===== src/rtl/key_debounce_pkg.sv =====
package key_debounce_pkg;
  localparam int CODE_W = 8;
  localparam int CLS_W = 5;
  localparam int NUM_BANDS = 32;

  typedef logic [CLS_W-1:0] cls_t;

  // Inclusive code band {low, high} for each class of the 30-key set.
  function automatic logic [15:0] band(input int unsigned idx);
    case (idx)
      0: band = {8'd0, 8'd1};
      1: band = {8'd11, 8'd13};
      2: band = {8'd19, 8'd21};
      3: band = {8'd27, 8'd30};
      4: band = {8'd35, 8'd38};
      5: band = {8'd42, 8'd46};
      6: band = {8'd50, 8'd53};
      7: band = {8'd58, 8'd62};
      8: band = {8'd66, 8'd70};
      9: band = {8'd74, 8'd78};
      10: band = {8'd82, 8'd86};
      11: band = {8'd90, 8'd94};
      12: band = {8'd98, 8'd102};
      13: band = {8'd105, 8'd110};
      14: band = {8'd114, 8'd119};
      15: band = {8'd123, 8'd127};
      16: band = {8'd130, 8'd135};
      17: band = {8'd137, 8'd142};
      18: band = {8'd146, 8'd150};
      19: band = {8'd154, 8'd159};
      20: band = {8'd162, 8'd166};
      21: band = {8'd170, 8'd174};
      22: band = {8'd178, 8'd182};
      23: band = {8'd186, 8'd190};
      24: band = {8'd194, 8'd198};
      25: band = {8'd202, 8'd206};
      26: band = {8'd211, 8'd214};
      27: band = {8'd218, 8'd222};
      28: band = {8'd226, 8'd229};
      29: band = {8'd235, 8'd237};
      30: band = {8'd243, 8'd245};
      default: band = {8'd254, 8'd255};
    endcase
  endfunction
endpackage


===== src/rtl/key_band_classifier.sv =====
module key_band_classifier
  import key_debounce_pkg::*;
#(
  parameter bit SIX_KEY = 1'b0
) (
  input  logic [CODE_W-1:0] code_i,
  output logic              valid_o,
  output cls_t              cls_o
);
  generate
    if (SIX_KEY) begin : g_six
      // value is the class, anything of 8 or more is invalid
      assign valid_o = (code_i[CODE_W-1:3] == '0);
      assign cls_o   = {{(CLS_W-3){1'b0}}, code_i[2:0]};
    end else begin : g_thirty
      logic [NUM_BANDS-1:0] hit;
      for (genvar i = 0; i < NUM_BANDS; i++) begin : g_band
        localparam logic [15:0] BND = band(i);
        localparam logic [7:0] LO = BND[15:8];
        localparam logic [7:0] HI = BND[7:0];
        if (LO == 8'd0) begin : g_lo0
          assign hit[i] = (code_i <= HI);
        end else if (HI == 8'hFF) begin : g_hi_top
          assign hit[i] = (code_i >= LO);
        end else begin : g_mid
          assign hit[i] = (code_i >= LO) && (code_i <= HI);
        end
      end
      // bands are disjoint, so a plain encoder is enough
      always_comb begin
        valid_o = 1'b0;
        cls_o   = '0;
        for (int i = 0; i < NUM_BANDS; i++) begin
          if (hit[i]) begin
            valid_o = 1'b1;
            cls_o   = cls_t'(i);
          end
        end
      end
    end
  endgenerate
endmodule


===== src/rtl/class_hold_timer.sv =====
module class_hold_timer
  import key_debounce_pkg::*;
#(
  parameter int DEBOUNCE_TICKS = 18
) (
  input  logic clk,
  input  logic rst_ni,
  input  logic tick_i,
  input  logic valid_i,
  input  cls_t cls_i,
  output logic held_o,
  output cls_t cand_o
);
  localparam int CNT_W = (DEBOUNCE_TICKS > 1) ? $clog2(DEBOUNCE_TICKS) : 1;
  localparam logic [CNT_W-1:0] LAST = CNT_W'(DEBOUNCE_TICKS - 1);

  cls_t             cand_q, cand_n;
  logic             cv_q, cv_n;
  logic [CNT_W-1:0] cnt_q, cnt_n;

  always_comb begin
    cand_n = cand_q;
    cv_n   = cv_q;
    cnt_n  = cnt_q;
    held_o = 1'b0;
    if (!valid_i) begin
      // invalid code restarts the window
      cv_n  = 1'b0;
      cnt_n = '0;
    end else if (!cv_q || (cls_i != cand_q)) begin
      cand_n = cls_i;
      cv_n   = 1'b1;
      cnt_n  = '0;
    end else if (tick_i) begin
      if (cnt_q == LAST) begin
        held_o = 1'b1;
      end else begin
        cnt_n = cnt_q + 1'b1;
      end
    end
  end

  always_ff @(posedge clk or negedge rst_ni) begin
    if (!rst_ni) begin
      cand_q <= '0;
      cv_q   <= 1'b0;
      cnt_q  <= '0;
    end else begin
      cand_q <= cand_n;
      cv_q   <= cv_n;
      cnt_q  <= cnt_n;
    end
  end

  assign cand_o = cand_q;
endmodule


===== src/rtl/key_debounce.sv =====
module key_debounce
  import key_debounce_pkg::*;
#(
  parameter bit SIX_KEY = 1'b0,
  parameter int DEBOUNCE_TICKS = 18
) (
  input  logic              clk,
  input  logic              rst_n,
  input  logic              tick,
  input  logic [CODE_W-1:0] code_i,
  output logic              evt_o,
  output logic [CODE_W-1:0] evt_code_o
);
  localparam cls_t REMOVED_CLS = SIX_KEY ? cls_t'(7) : cls_t'(31);

  logic rs1_q, rs2_q;
  always_ff @(posedge clk or negedge rst_n) begin
    if (!rst_n) begin
      rs1_q <= 1'b0;
      rs2_q <= 1'b0;
    end else begin
      rs1_q <= 1'b1;
      rs2_q <= rs1_q;
    end
  end

  logic cls_vld, held;
  cls_t cls, cand;

  key_band_classifier #(.SIX_KEY(SIX_KEY)) u_cls (
    .code_i (code_i),
    .valid_o(cls_vld),
    .cls_o  (cls)
  );

  class_hold_timer #(.DEBOUNCE_TICKS(DEBOUNCE_TICKS)) u_hold (
    .clk    (clk),
    .rst_ni (rs2_q),
    .tick_i (tick),
    .valid_i(cls_vld),
    .cls_i  (cls),
    .held_o (held),
    .cand_o (cand)
  );

  cls_t stable_q, stable_n;
  logic evt_q, evt_n;

  always_comb begin
    evt_n    = held && (cand != stable_q);
    stable_n = evt_n ? cand : stable_q;
  end

  always_ff @(posedge clk or negedge rs2_q) begin
    if (!rs2_q) begin
      stable_q <= REMOVED_CLS;
      evt_q    <= 1'b0;
    end else begin
      stable_q <= stable_n;
      evt_q    <= evt_n;
    end
  end

  assign evt_o      = evt_q;
  assign evt_code_o = {{(CODE_W-CLS_W){1'b0}}, stable_q};
endmodule


===== config.mk =====
export PLATFORM = sky130hd
export DESIGN_NAME = key_debounce
export DESIGN_NICKNAME = d
export VERILOG_FILES = /design/src/rtl/key_debounce_pkg.sv /design/src/rtl/key_band_classifier.sv /design/src/rtl/class_hold_timer.sv /design/src/rtl/key_debounce.sv
export SDC_FILE = /design/constraint.sdc
export NUM_CORES = 1
export LEC_CHECK = 0
export ABC_AREA = 1
export BUFFER_PORTS_ARGS = -buffer_cell sky130_fd_sc_hd__clkbuf_2
export CAP_MARGIN = 10
export CORE_MARGIN = 10
export CORE_UTILIZATION = 35
export CTS_CLUSTER_DIAMETER = 50
export DETAILED_ROUTE_END_ITERATION = 16
export SLEW_MARGIN = 20
export SYNTH_ARGS = -nofsm -noshare
export SYNTH_HDL_FRONTEND = slang
export SYNTH_HIERARCHICAL = 1
export SYNTH_SLANG_ARGS = --single-unit

===== constraint.sdc =====
create_clock -name clk -period 1.43 [get_ports clk]
set_clock_uncertainty 0.15 [all_clocks]
set_input_delay 0.3575 -clock clk [delete_from_list [all_inputs] [get_ports clk]]
set_output_delay 0.3575 -clock clk [all_outputs]
set_load 0.02 [all_outputs]

# Word-level counts from Yosys, hierarchy flattened
# Cells that the tools add are included.
# classes
n_addsub	1
n_lt_le_gt_ge	62
eq_ne	6
n_mux	73
reduce_logical	35
# ops
op	count
>= comparator 8 bit (second input constant)	16
less-or-equal comparator 8 bit (second input constant)	15
two-way mux 5 bit	20
>= comparator 8 x 7 -> 1 bit (second input constant)	8
less-or-equal comparator 8 x 7 -> 1 bit (second input constant)	8
two-way mux 1 bit	39
>= comparator 8 x 6 -> 1 bit (second input constant)	4
less-or-equal comparator 8 x 6 -> 1 bit (second input constant)	4
two-way mux 4 bit	8
logical AND 1 bit	31
>= comparator 8 x 5 -> 1 bit (second input constant)	2
less-or-equal comparator 8 x 5 -> 1 bit (second input constant)	2
two-way mux 3 bit	4
!= test 5 bit	2
>= comparator 8 x 4 -> 1 bit (second input constant)	1
less-or-equal comparator 8 x 1 -> 1 bit (second input constant)	1
less-or-equal comparator 8 x 4 -> 1 bit (second input constant)	1
!= test 3 bit (second input constant)	2
adder 5 x 1 -> 5 bit (second input constant)	1
equality test 5 bit (second input constant)	1
two-way mux 2 bit	2
AND reduction 2 bit	2
!= test 2 bit (second input constant)	1
logical NOT 1 bit	1
logical OR 1 bit	1
# word_totals
regBits	19
input_bits	11
output_inout_bits	9
wordCells	184

# Longest topological paths before layout
# depth
ltp_word	38
depth_mapped	25
mapped_depth_nobuf	23

# Hierarchy
# The synthesis kept the hierarchy.
# by_module_without_submodules
module	instances	cells_per_inst	area_each_um2	seq_area_each_um2
key_band_classifier	1	234	1153.6	0.0
class_hold_timer	1	87	668.1	275.3
key_debounce	1	55	417.9	206.4

# Worst setup path before layout
# Ideal clock, no wire load.
# synth_path
path_kind	input -> register
start	input code_i[2]
end	register stable_q[4]
setup_time_ns	0.075
arrival_time_ns	2.411
t_required_ns	1.205
setup_slack_ns	-1.206
stages	20
n_path_buf	2
path_cell_list	buf_2 o21ai_2 inv_1 nand2_1 nand2_1 nand2_1 nand3_1 nor2_1 nand4_1 nor2_1 nand4_1 nor2_1 nand3_1 inv_1 nor2_1 nor2_2 nand4_2 nor2_1 clkbuf_2 mux2i_1
# synth_via
elab_chain_cells	38
word_cells_on_any_way	160
cone_classes	62 x order compare; 1 x eq/ne; 65 x mux; 32 x reduce/logical
# synth_lines
element	line	text
start, declared	key_debounce.sv:10	input logic [CODE_W-1:0] code_i,
>= comparator 8 x 4 -> 1 bit or less-or-equal comparator 8 x 4 -> 1 bit (tied branches)	key_band_classifier.sv:26	assign hit[i] = (code_i >= LO) && (code_i <= HI);
logical AND 1 bit	key_band_classifier.sv:26	
two-way mux 1 bit	key_band_classifier.sv:34	if (hit[i]) begin
two-way mux 2 bit (2 in series)	key_band_classifier.sv:34	
two-way mux 3 bit (4 in series)	key_band_classifier.sv:34	
two-way mux 4 bit (8 in series)	key_band_classifier.sv:34	
two-way mux 5 bit (15 in series)	key_band_classifier.sv:34	
two-way mux 5 bit (*)	key_band_classifier.sv:34	
named net cls[0]	key_debounce.sv:28	cls_t cls, cand;
!= test 5 bit (*)	class_hold_timer.sv:30	end else if (!cv_q || (cls_i != cand_q)) begin
logical OR 1 bit (*)	class_hold_timer.sv:30	
two-way mux 1 bit (*)	class_hold_timer.sv:30	
two-way mux 1 bit (*)	class_hold_timer.sv:26	if (!valid_i) begin
named net held	key_debounce.sv:27	logic cls_vld, held;
logical AND 1 bit (*)	key_debounce.sv:50	evt_n = held && (cand != stable_q);
end signal, assigned	key_debounce.sv:59	stable_q <= stable_n;
end, declared	key_debounce.sv:46	cls_t stable_q, stable_n;
# The timed path passes the listed nets; every way through them passes the cells marked *.
# A chain may end at the register's enable or synchronous reset.

# Final worst setup path
# layout_path
start	input code_i[2]
end	register u_hold.cnt_q[4]
# layout_via
elab_chain_cells	37
word_cells_on_any_way	162
cone_classes	62 x order compare; 3 x eq/ne; 65 x mux; 32 x reduce/logical
# layout_lines
element	line	text
>= comparator 8 x 4 -> 1 bit or less-or-equal comparator 8 x 4 -> 1 bit (tied branches)	key_band_classifier.sv:26	
logical AND 1 bit	key_band_classifier.sv:26	
two-way mux 1 bit	key_band_classifier.sv:34	
two-way mux 2 bit (2 in series)	key_band_classifier.sv:34	
two-way mux 3 bit (4 in series)	key_band_classifier.sv:34	
two-way mux 4 bit (8 in series)	key_band_classifier.sv:34	
two-way mux 5 bit (15 in series)	key_band_classifier.sv:34	
two-way mux 5 bit (*)	key_band_classifier.sv:34	
named net cls[0]	key_debounce.sv:28	
!= test 5 bit (*)	class_hold_timer.sv:30	
logical OR 1 bit (*)	class_hold_timer.sv:30	
!= test 3 bit (no line) or two-way mux 5 bit (tied branches)	n/a	
AND reduction 2 bit (no line) or two-way mux 5 bit (tied branches)	n/a	
end signal, assigned	class_hold_timer.sv:51	cnt_q <= cnt_n;
end, declared	class_hold_timer.sv:19	logic [CNT_W-1:0] cnt_q, cnt_n;
# Marks and branches as above.

==> reports/qor.csv <==
metric,value,unit
CP startpoint,code_i[2],
Final Hold Vio Count,0,
vias after detailed routing,2880,
prevailing post-synth register cell,dfrtp_1,
Skew-Pair Late Insertion Delay,0.26,ns
clock buffer count from CTS,3,
Yosys warnings,6,
Worst Setup Start Kind,primary input,
die width,100,um
Netlist Area Pre-Place,2240,sq um
critical path's top delay family,simple AND/OR/NAND/NOR gates,
HP Class,flop to asynchronous set/reset pin,
layout cells sized above 1,0.509,
vias in the first global route,2763,
final-report setup violation count,21,
IO Pins,20,
Initial Util,0.357,
ANT cells,0,
violated checks,setup timing,
Avg Vias per Cell,4.97,
switch share,0.402,
IO buf count,16,
outcome,finished with violations,
DRC,0,
clk buf depth,2,
Post-synth ARST share,1.00,
worst r2r dst,u_hold/cnt_q[4],
CP Max Fanout,5,
core area,6280,sq um
DP Worst Slack,-1.59,ns
WP buf/inv,7,
Final WS setup,-1.20,ns
GP Congestion,0.999,
row cnt,29,
pwr dens,661,nW/um^2
Final #Nets,517,
global-route wire length before repair,12.4,mm
"commonest non-fill, non-tap cells in the layout","buf_4 (105), nand2_1 (78), inv_1 (37)",
Tot GR Track Use,0.145,
post-route setup TNS,-18.54,ns
Int Power,1490,uW
sequential element share of the synthesized area,0.215,
number of synthesized register bits,19,
Crit-path slowest cell,o21ai_4,
H-tree Lvls,1,
final critical path time including I/O delays and setup,2.63,ns
Synth cell types,44,
"commonest non-fill, non-tap cell in the layout",buf_4,
crit path DAT,2.67,ns
leakage,0.00190,uW
nature of the critical path endpoint,flop,
Reg2Reg Setup Slack,-0.09,ns
fmax,380,MHz
crit-path max cell delay,0.23,ns
Area growth syn-to-layout,68.2,%
Avg Inst Size Synth,5.96,sq um
combinational power share,0.592,
Die ar.,10000,sq um
Sequential Power Share,0.259,
Clk pwr share,0.149,
DRT Pass-1 Iters,4,
Final Max Slew Viols,0,
DRT iter0 DRCs,217,
CP cell instances,buf_8 > buf_6 > o21ai_4 > inv_2 > nand2_2 > nand2_2 > nand2_2 > nand3_2 > nor2_1 > nand4_1 > nor2_1 > nand4_1 > nor2_2 > nand3_2 > inv_2 > nor2_4 > nor2_4 > nand4_4 > buf_4 > buf_6 > buf_6 > nor2_1,
Post-DRT Antenna Nets,0,
Sw Pwr,1000,uW
initial antenna violation count,0,
CTS tree,built,
worst hold slack,0.0301,ns
Worst Path Required,1.46,ns
Max Cap Viol,0,
Reg-to-Reg Start,u_hold/cand_o[0],
R2R depth,8,
WL final,7.59,mm
CTS Root Cell,clkbuf_8,
Finished Core Util,0.600,
RSZ-0062 raised after global routing,true,
"Clk pin slew, worst setup/hold paths",0.08,ns
DR WL/cell,13.1,um
Cells after Synth,376,
Detailed Place HPWL,5.85,mm
CP Class,primary input to flop,
Post-synth EDFFs,0,
Final period util,1.84,
clock sink total,19,
Die Ht,100,um
pin count of the biggest net entering global routing,18,
Max VDD drop,0.000680,V
GRT overflow,0,
## state kept, by name, indices dropped and copies added (netlist names)
signal / cells
u_hold/cand_o: 5
u_hold/cv_q: 1
stable_q: 5
u_hold/cnt_q: 5
rs1_q: 1
evt_o: 1
rs2_q: 1
## area by class of cell
cell class                 count  area [sq um]
clock buffer                   3          41.3
clock inverter                 1          5.00
fill                         550          2510
inverter                      64           267
multi-input combinational    282          1720
sequential                    19           482
tap                           77          96.3
timing repair buffer         134          1150
## cell usage after synthesis, types with 3 or more instances
cell type  instances  share of area
nor2_4             4          0.020
a21oi_1            5          0.011
mux2i_1            3          0.013
nand2_2           11          0.031
nand3_2            4          0.018
buf_4              7          0.023
nor2_1            41          0.069
dfrtp_1           14           0.16
o21ai_2            3          0.012
inv_2              8          0.013
o21ai_0           23          0.051
nor2_2             4          0.011
inv_1             52          0.087
nor3_1             3         0.0067
nand3_1           17          0.038
dfstp_2            5          0.059
o21ai_1           13          0.029
nand2_1          108           0.18
nand4_1           15          0.042
## metrics by stage
stage	cells	power (uW)	area, sq um
floorplan	378	1320	2330
global placement	551	1770	3100
detailed placement	551	1790	3100
CTS	568	2290	3410
global route	580	2680	3770
finish	580	2490	3770
## worst max path at each step
stage                     slack [ns]              end  depth (start not counted)
after global placement         -1.55      stable_q[2]                         23
after CTS                      -1.23      stable_q[4]                         21
after floorplan                -1.10      stable_q[4]                         22
final                          -1.20  u_hold/cnt_q[4]                         22
after global routing           -1.33      stable_q[4]                         21
after detailed placement       -1.59      stable_q[2]                         23
## layer usage
layer / part of all wire / routed length, um / track usage / up-vias
met5: 0 / 0 / 0 / -
met3: 0.048 / 361 / 0.0247 / 25
met4: 0.034 / 255 / 0.0576 / 0
met1: 0.43 / 3230 / 0.175 / 1311
li1: - / - / - / 1451
met2: 0.49 / 3750 / 0.248 / 93
## timing repair
item | 4_1_cts | 5_1_grt
endpoints found under the setup margin | 22 | 22
buffers inserted | 13 | 12
pin swaps | 19 | 53
gates resized for setup | 45 | 96
endpoints found under the hold margin | 2 | 0
hold buffers | 1 | 0
## cell families after synthesis
family          count (synthesis)  share of synthesized area
fa+ha+maj                       2                     0.0112
mux                             3                     0.0134
buf+inv                        77                      0.151
simple gates                  215                      0.450
compound gates                 56                      0.148
other cells                     2                    0.00335
flops                          19                      0.215
xor+xnor                        2                    0.00782
## power groups by stage
stage | clock [uW] | sequential, uW | combinational [uW]
2_1_floorplan | 0 | 667 | 649
3_3_place_gp | 0 | 645 | 1130
3_5_place_dp | 0 | 649 | 1140
4_1_cts | 387 | 641 | 1270
5_1_grt | 407 | 657 | 1620
6_report | 371 | 644 | 1470
Power figures use the tool's default switching activity.
